==> config.mk <==
export PLATFORM = sky130hd
export DESIGN_NAME = xw_walker
export DESIGN_NICKNAME = d
export VERILOG_FILES = /design/src/rtl/xw_pkg.sv /design/src/rtl/xw_l1_decode.sv /design/src/rtl/xw_l2_decode.sv /design/src/rtl/xw_walker.sv
export SDC_FILE = /design/constraint.sdc
export NUM_CORES = 1
export LEC_CHECK = 0
export CORE_UTILIZATION = 48
export DETAILED_ROUTE_END_ITERATION = 16
export PLACE_DENSITY = 0.82
export RECOVER_POWER = 50
export SLEW_MARGIN = 20
export SYNTH_ARGS = -nofsm -noshare
export SYNTH_HDL_FRONTEND = slang
export SYNTH_SLANG_ARGS = --single-unit
==> constraint.sdc <==
create_clock -name clk -period 3.3 [get_ports clk]
set_input_delay 0.495 -clock clk [delete_from_list [all_inputs] [get_ports clk]]
set_output_delay 0.495 -clock clk [all_outputs]
set_load 0.02 [all_outputs]
==> src/rtl/xw_pkg.sv <==
package xw_pkg;
    localparam int ADDR_W = 32;
    localparam int DOM_W  = 4;
    localparam int CB_W   = 2;
    localparam int AP_W   = 8;
    localparam int KIND_W = 3;

    typedef enum logic [1:0] {
        ST_IDLE   = 2'd0,
        ST_FETCH1 = 2'd1,
        ST_FETCH2 = 2'd2
    } walk_state_e;

    typedef enum logic [KIND_W-1:0] {
        PK_SECTION = 3'd0,
        PK_LARGE   = 3'd1,
        PK_SMALL   = 3'd2,
        PK_TINY    = 3'd3,
        PK_NONE    = 3'd7
    } page_kind_e;

    typedef enum logic [1:0] {
        L1_FAULT,
        L1_SECTION,
        L1_COARSE,
        L1_FINE
    } l1_kind_e;

    typedef struct packed {
        walk_state_e       st;
        logic [ADDR_W-1:0] va;
        logic [ADDR_W-1:0] maddr;
        logic [DOM_W-1:0]  wdom;
        logic [ADDR_W-1:0] pa;
        page_kind_e        kind;
        logic [DOM_W-1:0]  dom;
        logic [CB_W-1:0]   cb;
        logic [AP_W-1:0]   ap;
        logic              fault;
        logic              done;
    } walk_regs_t;

    localparam walk_regs_t WALK_RESET = '{
        st:    ST_IDLE,
        va:    '0,
        maddr: '0,
        wdom:  '0,
        pa:    '0,
        kind:  PK_NONE,
        dom:   '0,
        cb:    '0,
        ap:    '0,
        fault: 1'b0,
        done:  1'b0
    };
endpackage

==> src/rtl/xw_l1_decode.sv <==
module xw_l1_decode
    import xw_pkg::*;
(
    input  logic [ADDR_W-1:0] desc,
    input  logic [ADDR_W-1:0] va,
    input  logic              tiny_en,
    output l1_kind_e          kind,
    output logic [ADDR_W-1:0] next_addr,
    output logic [ADDR_W-1:0] sect_pa,
    output logic [DOM_W-1:0]  dom,
    output logic [CB_W-1:0]   cb,
    output logic [AP_W-1:0]   ap
);
    localparam int SECT_LO = 20;

    always_comb begin
        dom       = desc[8:5];
        cb        = desc[3:2];
        ap        = {{(AP_W-2){1'b0}}, desc[11:10]};
        sect_pa   = {desc[ADDR_W-1:SECT_LO], va[SECT_LO-1:0]};
        next_addr = '0;
        kind      = L1_FAULT;
        case (desc[1:0])
            2'b01: begin
                kind      = L1_COARSE;
                next_addr = {desc[ADDR_W-1:10], va[19:12], 2'b00};
            end
            2'b10: kind = L1_SECTION;
            2'b11: begin
                if (tiny_en) begin
                    kind      = L1_FINE;
                    next_addr = {desc[ADDR_W-1:12], va[19:10], 2'b00};
                end
            end
            default: kind = L1_FAULT;
        endcase
    end
endmodule

==> src/rtl/xw_l2_decode.sv <==
module xw_l2_decode
    import xw_pkg::*;
(
    input  logic [ADDR_W-1:0] desc,
    input  logic [ADDR_W-1:0] va,
    output logic              fault,
    output page_kind_e        kind,
    output logic [ADDR_W-1:0] pa,
    output logic [CB_W-1:0]   cb,
    output logic [AP_W-1:0]   ap
);
    always_comb begin
        cb    = desc[3:2];
        fault = 1'b0;
        case (desc[1:0])
            2'b01: begin
                kind = PK_LARGE;
                pa   = {desc[ADDR_W-1:16], va[15:0]};
                ap   = desc[11:4];
            end
            2'b10: begin
                kind = PK_SMALL;
                pa   = {desc[ADDR_W-1:12], va[11:0]};
                ap   = desc[11:4];
            end
            2'b11: begin
                kind = PK_TINY;
                pa   = {desc[ADDR_W-1:10], va[9:0]};
                ap   = {{(AP_W-2){1'b0}}, desc[5:4]};
            end
            default: begin
                kind  = PK_NONE;
                pa    = '0;
                ap    = '0;
                fault = 1'b1;
            end
        endcase
    end
endmodule

==> src/rtl/xw_walker.sv <==
module xw_walker
    import xw_pkg::*;
(
    input  logic              clk,
    input  logic              rst,
    input  logic              tiny_en,
    input  logic [ADDR_W-1:0] tbase,
    input  logic              start,
    input  logic [ADDR_W-1:0] vaddr,
    output logic              busy,
    output logic              done,
    output logic              fault,
    output logic [ADDR_W-1:0] pa,
    output logic [KIND_W-1:0] ptype,
    output logic [DOM_W-1:0]  domain,
    output logic [CB_W-1:0]   cb,
    output logic [AP_W-1:0]   ap,
    output logic              mem_req,
    output logic [ADDR_W-1:0] mem_addr,
    input  logic              mem_valid,
    input  logic [ADDR_W-1:0] mem_rdata
);
    localparam int TB_LO = 14;

    walk_regs_t r_d, r_q;

    l1_kind_e          l1_kind;
    logic [ADDR_W-1:0] l1_next, l1_pa;
    logic [DOM_W-1:0]  l1_dom;
    logic [CB_W-1:0]   l1_cb;
    logic [AP_W-1:0]   l1_ap;

    logic              l2_fault;
    page_kind_e        l2_kind;
    logic [ADDR_W-1:0] l2_pa;
    logic [CB_W-1:0]   l2_cb;
    logic [AP_W-1:0]   l2_ap;

    xw_l1_decode u_l1 (
        .desc      (mem_rdata),
        .va        (r_q.va),
        .tiny_en   (tiny_en),
        .kind      (l1_kind),
        .next_addr (l1_next),
        .sect_pa   (l1_pa),
        .dom       (l1_dom),
        .cb        (l1_cb),
        .ap        (l1_ap)
    );

    xw_l2_decode u_l2 (
        .desc  (mem_rdata),
        .va    (r_q.va),
        .fault (l2_fault),
        .kind  (l2_kind),
        .pa    (l2_pa),
        .cb    (l2_cb),
        .ap    (l2_ap)
    );

    always_comb begin
        r_d      = r_q;
        r_d.done = 1'b0;
        case (r_q.st)
            ST_IDLE: begin
                if (start) begin
                    r_d.st    = ST_FETCH1;
                    r_d.va    = vaddr;
                    r_d.maddr = {tbase[ADDR_W-1:TB_LO], vaddr[31:20], 2'b00};
                end
            end
            ST_FETCH1: begin
                if (mem_valid) begin
                    r_d.wdom = l1_dom;
                    case (l1_kind)
                        L1_SECTION: begin
                            r_d.st    = ST_IDLE;
                            r_d.done  = 1'b1;
                            r_d.fault = 1'b0;
                            r_d.kind  = PK_SECTION;
                            r_d.pa    = l1_pa;
                            r_d.dom   = l1_dom;
                            r_d.cb    = l1_cb;
                            r_d.ap    = l1_ap;
                        end
                        L1_COARSE, L1_FINE: begin
                            r_d.st    = ST_FETCH2;
                            r_d.maddr = l1_next;
                        end
                        default: begin
                            r_d.st    = ST_IDLE;
                            r_d.done  = 1'b1;
                            r_d.fault = 1'b1;
                            r_d.kind  = PK_NONE;
                            r_d.pa    = '0;
                            r_d.dom   = '0;
                            r_d.cb    = '0;
                            r_d.ap    = '0;
                        end
                    endcase
                end
            end
            ST_FETCH2: begin
                if (mem_valid) begin
                    r_d.st    = ST_IDLE;
                    r_d.done  = 1'b1;
                    r_d.fault = l2_fault;
                    r_d.kind  = l2_kind;
                    r_d.pa    = l2_pa;
                    r_d.dom   = l2_fault ? '0 : r_q.wdom;
                    r_d.cb    = l2_fault ? '0 : l2_cb;
                    r_d.ap    = l2_ap;
                end
            end
            default: r_d = WALK_RESET;
        endcase
    end

    always_ff @(posedge clk) begin
        if (rst) r_q <= WALK_RESET;
        else     r_q <= r_d;
    end

    assign busy     = (r_q.st != ST_IDLE);
    assign mem_req  = (r_q.st == ST_FETCH1) || (r_q.st == ST_FETCH2);
    assign mem_addr = r_q.maddr;
    assign done     = r_q.done;
    assign fault    = r_q.fault;
    assign pa       = r_q.pa;
    assign ptype    = r_q.kind;
    assign domain   = r_q.dom;
    assign cb       = r_q.cb;
    assign ap       = r_q.ap;
endmodule

Yosys cells after proc, flatten, opt, wreduce, memory -nomap -nowiden
Index checks and enable logic that the tools add are counted.

word-level totals
  memories = 0
  flip-flop bits (word level) = 109
  latch bits = 0
  output and inout bits = 85
  RAM bits = 0
  bits in read-only memories = 0

cells by class
  shift-type cells = 0
  multiply operators = 0
  add/subtract/negate cells = 0
  bitwise gates (word level) = 4
  order comparisons = 0
  reduce and logical (&&, ||, !) cells = 13
  equal/unequal tests = 13
  divide/modulo/power cells = 0
  multiplexer cells = 23

operator list
  operator            number
  $pmux 32 s3         2
  $pmux 51 s3         1
  $pmux 51 s2         1
  $mux 87             1
  $mux 66             1
  $mux 32             2
  $pmux 32 s2         1
  $mux 51             1
  $pmux 20 s2         1
  $pmux 8 s2          1
  $pmux 2 s3          2
  $eq 2x2->1 const B  5
  $mux 2              5
  $pmux 3 s3          1
  $ne 2x2->1 const B  4
  $pmux 4 s2          1
  $reduce_and 4->1    2
  $reduce_or 2->1     4
  $eq 2x1->1 const B  3
  $mux 4              1
  $not 1->1           4
  $reduce_and 2->1    2
  $reduce_and 3->1    1
  $reduce_or 3->1     1
  other kinds (5)     5

Logic depth before layout (Yosys ltp)
  word-level depth = 7
  gate-level depth with buffers = 9

Hierarchy
Synthesis repeated with hierarchy kept, for this count alone.

unflattened totals
  cells, all modules = 893
  area, all modules = 8075.2 sq um

modules (own cells, without submodules)
  module        cells each  sequential area each (sq um)  area each (sq um)  times used
  xw_walker     731         2422.3                        6880.3             1
  xw_l1_decode  92          0.0                           681.9              1
  xw_l2_decode  70          0.0                           513.0              1

Worst setup path after synthesis
No wires, ideal clock.

  kind = reg-to-reg
  start = register r_q[119] in the netlist's numbering
  end = register r_q, in the netlist ptype[0]
  setup time = 0.122 ns
  period minus slack after synthesis = 1.893 ns
  arrival = 1.771 ns
  cell stages (with the launch flop) = 9
  setup slack = 1.407 ns
  path buffers = 2
  path through = dfxtp_1 inv_1 ha_1 buf_2 inv_1 and4_4 buf_6 nand2_2 o32a_1

on the way
  word-level cells in the longest chain between the ends = 3
  elaborated cells between the ends (all ways) = 9
  those cells by class = eq/ne (5); mux (1); bitwise (1); reduce/logical (2)

ends and longest elaborated chain
  element                                                   line              RTL
  start: declaration                                        xw_walker.sv:25   walk_regs_t r_d, r_q;
  start signal: assignment                                  xw_walker.sv:121  else r_q <= r_d;
  $eq 2x1->1, or another cell as far along                  xw_walker.sv:64   case (r_q.st)
  $ne 2x2->1 (no line) / $not 1->1 (equally long branches)  --
  $reduce_and 4->1 (no line)                                --

Several ways; a longest one is shown, not always the timed one.
A chain may end at the register's enable or synchronous reset.

Worst setup path after layout
  start = register r_q[120] in the netlist's numbering
  end = register r_q, in the netlist pa[1]

The elaborated chain is that of the path after synthesis.

==> impl_metrics.yaml <==
outcome:
  status: "completed"
power_and_ir_drop:
  seq_power_share: 0.500
  p_switching_w: 0.000877
  internal-power_w: 0.00197
  p_per_area_mw_per_mm2: 442
  power_frac_comb: 0.238
  total_leakage_power_nw: 2.47
  clkPwrFrac: 0.261
  swShare: 0.308
  ir_worst_vdd_mv: 0.215
global_route:
  antenna_found_initial: 0
  grt_pass1_vias: 4361
  grt_pass1_wl_um: 22200
  grt_max_degree: 67
  grt-ovfl-total: 0
  track_usage: 0.252
min_path:
  hp-class: "primary input to flip-flop"
setup_path:
  regToRegSetupSlack_ns: 0.44
  arrival_ns: 3.16
  cp.required_ns: 3.60
  critPathKind: "flip-flop to flip-flop"
  critPathCaptureType: "flip-flop"
  cp-start-kind: "flip-flop"
  worstPathMaxFanout: 22
detailed_routing:
  drc_errors: 0
  vias: 4546
  routedWlPerCell_um: 17.9
  drt_iter0_markers: 410
  dr.pass1.iters: 6
  detail-route-antenna-nets: 0
  drt-total-wl_um: 14000
  avgViaCountPerCell: 5.81
synthesis:
  synth-main-ff-cell: "dfxtp_1"
  synthCells: 572
  ys_seq_elements: 107
  synth_xor_area_frac: 0
  async_reset_ff_frac: 0
  synth_warnings: 0
  synth_top_family_by_area: "compound AO/OA/AOI/OAI gates"
  yosys.area_share.simple: 0.114
  synthMuxAreaShare: 0
  synth_area_leader_cell: "dfxtp_1"
  synthTopCellsByCount: "dfxtp_1, buf_4, a21oi_1, nand2_1, a22oi_1"
  synth_most_common_cell: "dfxtp_1"
  syn_area_mm2: 0.00509
  syn_area_per_cell_um2: 8.90
  ys_seq_area_frac: 0.421
  synth-compound-area-share: 0.277
  synth-edff-count: 0
  yosysTopAreaCellShare: 0.421
  synth_adder_area_share: 0.0246
  synth_cell_type_count: 42
  synth_area_leaders: "dfxtp_1, buf_4, a21oi_1"
job:
  max_cap_violations: 0
timing:
  setup_viol: 0
  rsz0062_at_grt: "false"
  final.setup_skew_ns: 0.0159
  finalCritPeriodShare: 0.868
  tightest_slew_ns: 0.865
  hold_violations: 0
  relSlewSlack: 0.423
  min_period_ns: 2.86
  tns_ns: 0
  fmax_mhz: 349
  setup_slack_ns: 0.436
  slew_viol_final: 0
cts:
  cts_buffers: 9
  htreeDepth: 3
  worstSkewPairLatency_ns: 0.37
  cts-resized-gates: 0
  clk_pin_slew_ns: 0.10
  cts_root_buf: "clkbuf_8"
  hold_buffers: 0
  cts_tree: "built"
  clock_path_buffers: 2
  cts.sinks: 107
  cts_setup_buffers: 0
layout:
  drive_above_1_share: 0.0573
  fillers: 885
  diodes: 0
  syn2layout_area_growth_pct: 26.7
  design_area_mm2: 0.00645
  final_nets: 752
die:
  num_rows: 37
  io_pins: 186
  dieArea_mm2: 0.0110
  die_h_um: 105
  die_w_um: 105
  fp.coreArea_mm2: 0.0103
  start_util: 0.493
placed_design:
  dp_slack_ns: 0.143
  placed_area_mm2: 0.00629
  io_buffers: 169
  gp_congestion: 0.904
  dpl.hpwl_um: 10000
[flip-flops by register name, summed over array words and instances (netlist names)]
name / cells
cb: 2
fault: 1
mem_addr: 30
r_q: 26
ap: 8
done: 1
pa: 32
domain: 4
ptype: 3
[per-stage QoR]
| stage | hold slack [ns] | utilization | power, W | cells |
|---|---|---|---|---|
| 2_1_floorplan | 0.432 | - | 0.00190 | 573 |
| 3_3_place_gp | 0.439 | 0.609 | 0.00214 | 766 |
| 3_5_place_dp | 0.444 | 0.609 | 0.00216 | 766 |
| 4_1_cts | 0.435 | 0.626 | 0.00290 | 782 |
| 5_1_grt | 0.462 | 0.625 | 0.00299 | 782 |
| 6_report | 0.444 | 0.625 | 0.00285 | 782 |
[placed cells by master (no fill, tap or decap), types with 5 or more instances in the layout]
cell | Yosys | routed
a21oi_1 | 75 | 74
a211oi_1 | 31 | 31
buf_4 | 82 | 10
clkdlybuf4s50_1 | 0 | 87
nand4_1 | 6 | 6
dfxtp_1 | 107 | 107
a22o_1 | 22 | 22
nor3_1 | 5 | 5
ha_1 | 10 | 9
a32oi_1 | 12 | 12
clkbuf_8 | 0 | 10
o2bb2ai_1 | 16 | 16
inv_1 | 7 | 7
nor2_1 | 25 | 24
nand3_1 | 30 | 30
a22oi_1 | 32 | 32
nand2b_1 | 5 | 5
dlygate4sd3_1 | 0 | 81
nand2_1 | 35 | 36
[worst max-delay path: stages (launching register included)]
cell	delay, ns
dfxtp_1	0.37
inv_1	0.08
ha_1	0.36
o21bai_1	0.38
and4_1	0.53
o211a_1	0.80
a22o_1	0.27
[per-layer routing]
layer  up-vias  share of wire  global-route usage
li1       2138              -                   -
met1      2160           0.42               0.314
met2       227           0.48               0.428
met3        21          0.084              0.0568
met4         0          0.018              0.0855
met5         -              0                   0
[worst paths after layout]
kind                                       startpoint              endpoint  cells after the start
worst max-delay path            r_q[120]$_SDFFE_PP0P_    pa[1]$_SDFFE_PP0P_                      6
worst min-delay path                              rst       done$_SDFF_PP0_                      4
worst max register to register  r_q[120]$_SDFFE_PP0P_    pa[1]$_SDFFE_PP0P_                      6
worst min register to register   r_q[95]$_SDFFE_PP0P_  r_q[95]$_SDFFE_PP0P_                      2
[final cells by class]
cell class / instances / area (um2) / area share
well taps: 136 / 170 / 0.0264
clock inverters: 5 / 37.5 / 0.00582
repair buffers: 181 / 1800 / 0.279
flip-flops and latches: 107 / 2140 / 0.332
multi-input cells: 335 / 2130 / 0.330
inverters: 7 / 26.3 / 0.00407
clock buffers: 11 / 141 / 0.0219
[kinds of logic after synthesis]
group | count (synthesis)
compound gates | 203
fa+ha+maj | 10
buf+inv | 131
flops | 107
other cells | 1
simple gates | 120
[power by group through the flow]
stage                     clock (W)  sequential (W)  combinational [W]
after floorplan                   0         0.00144           0.000463
final                      0.000745         0.00143           0.000679
after CTS                  0.000764         0.00143           0.000703
after detailed placement          0         0.00146           0.000700
after global routing       0.000824         0.00144           0.000727
after global placement            0         0.00145           0.000685
Power figures use the tool's default switching activity.
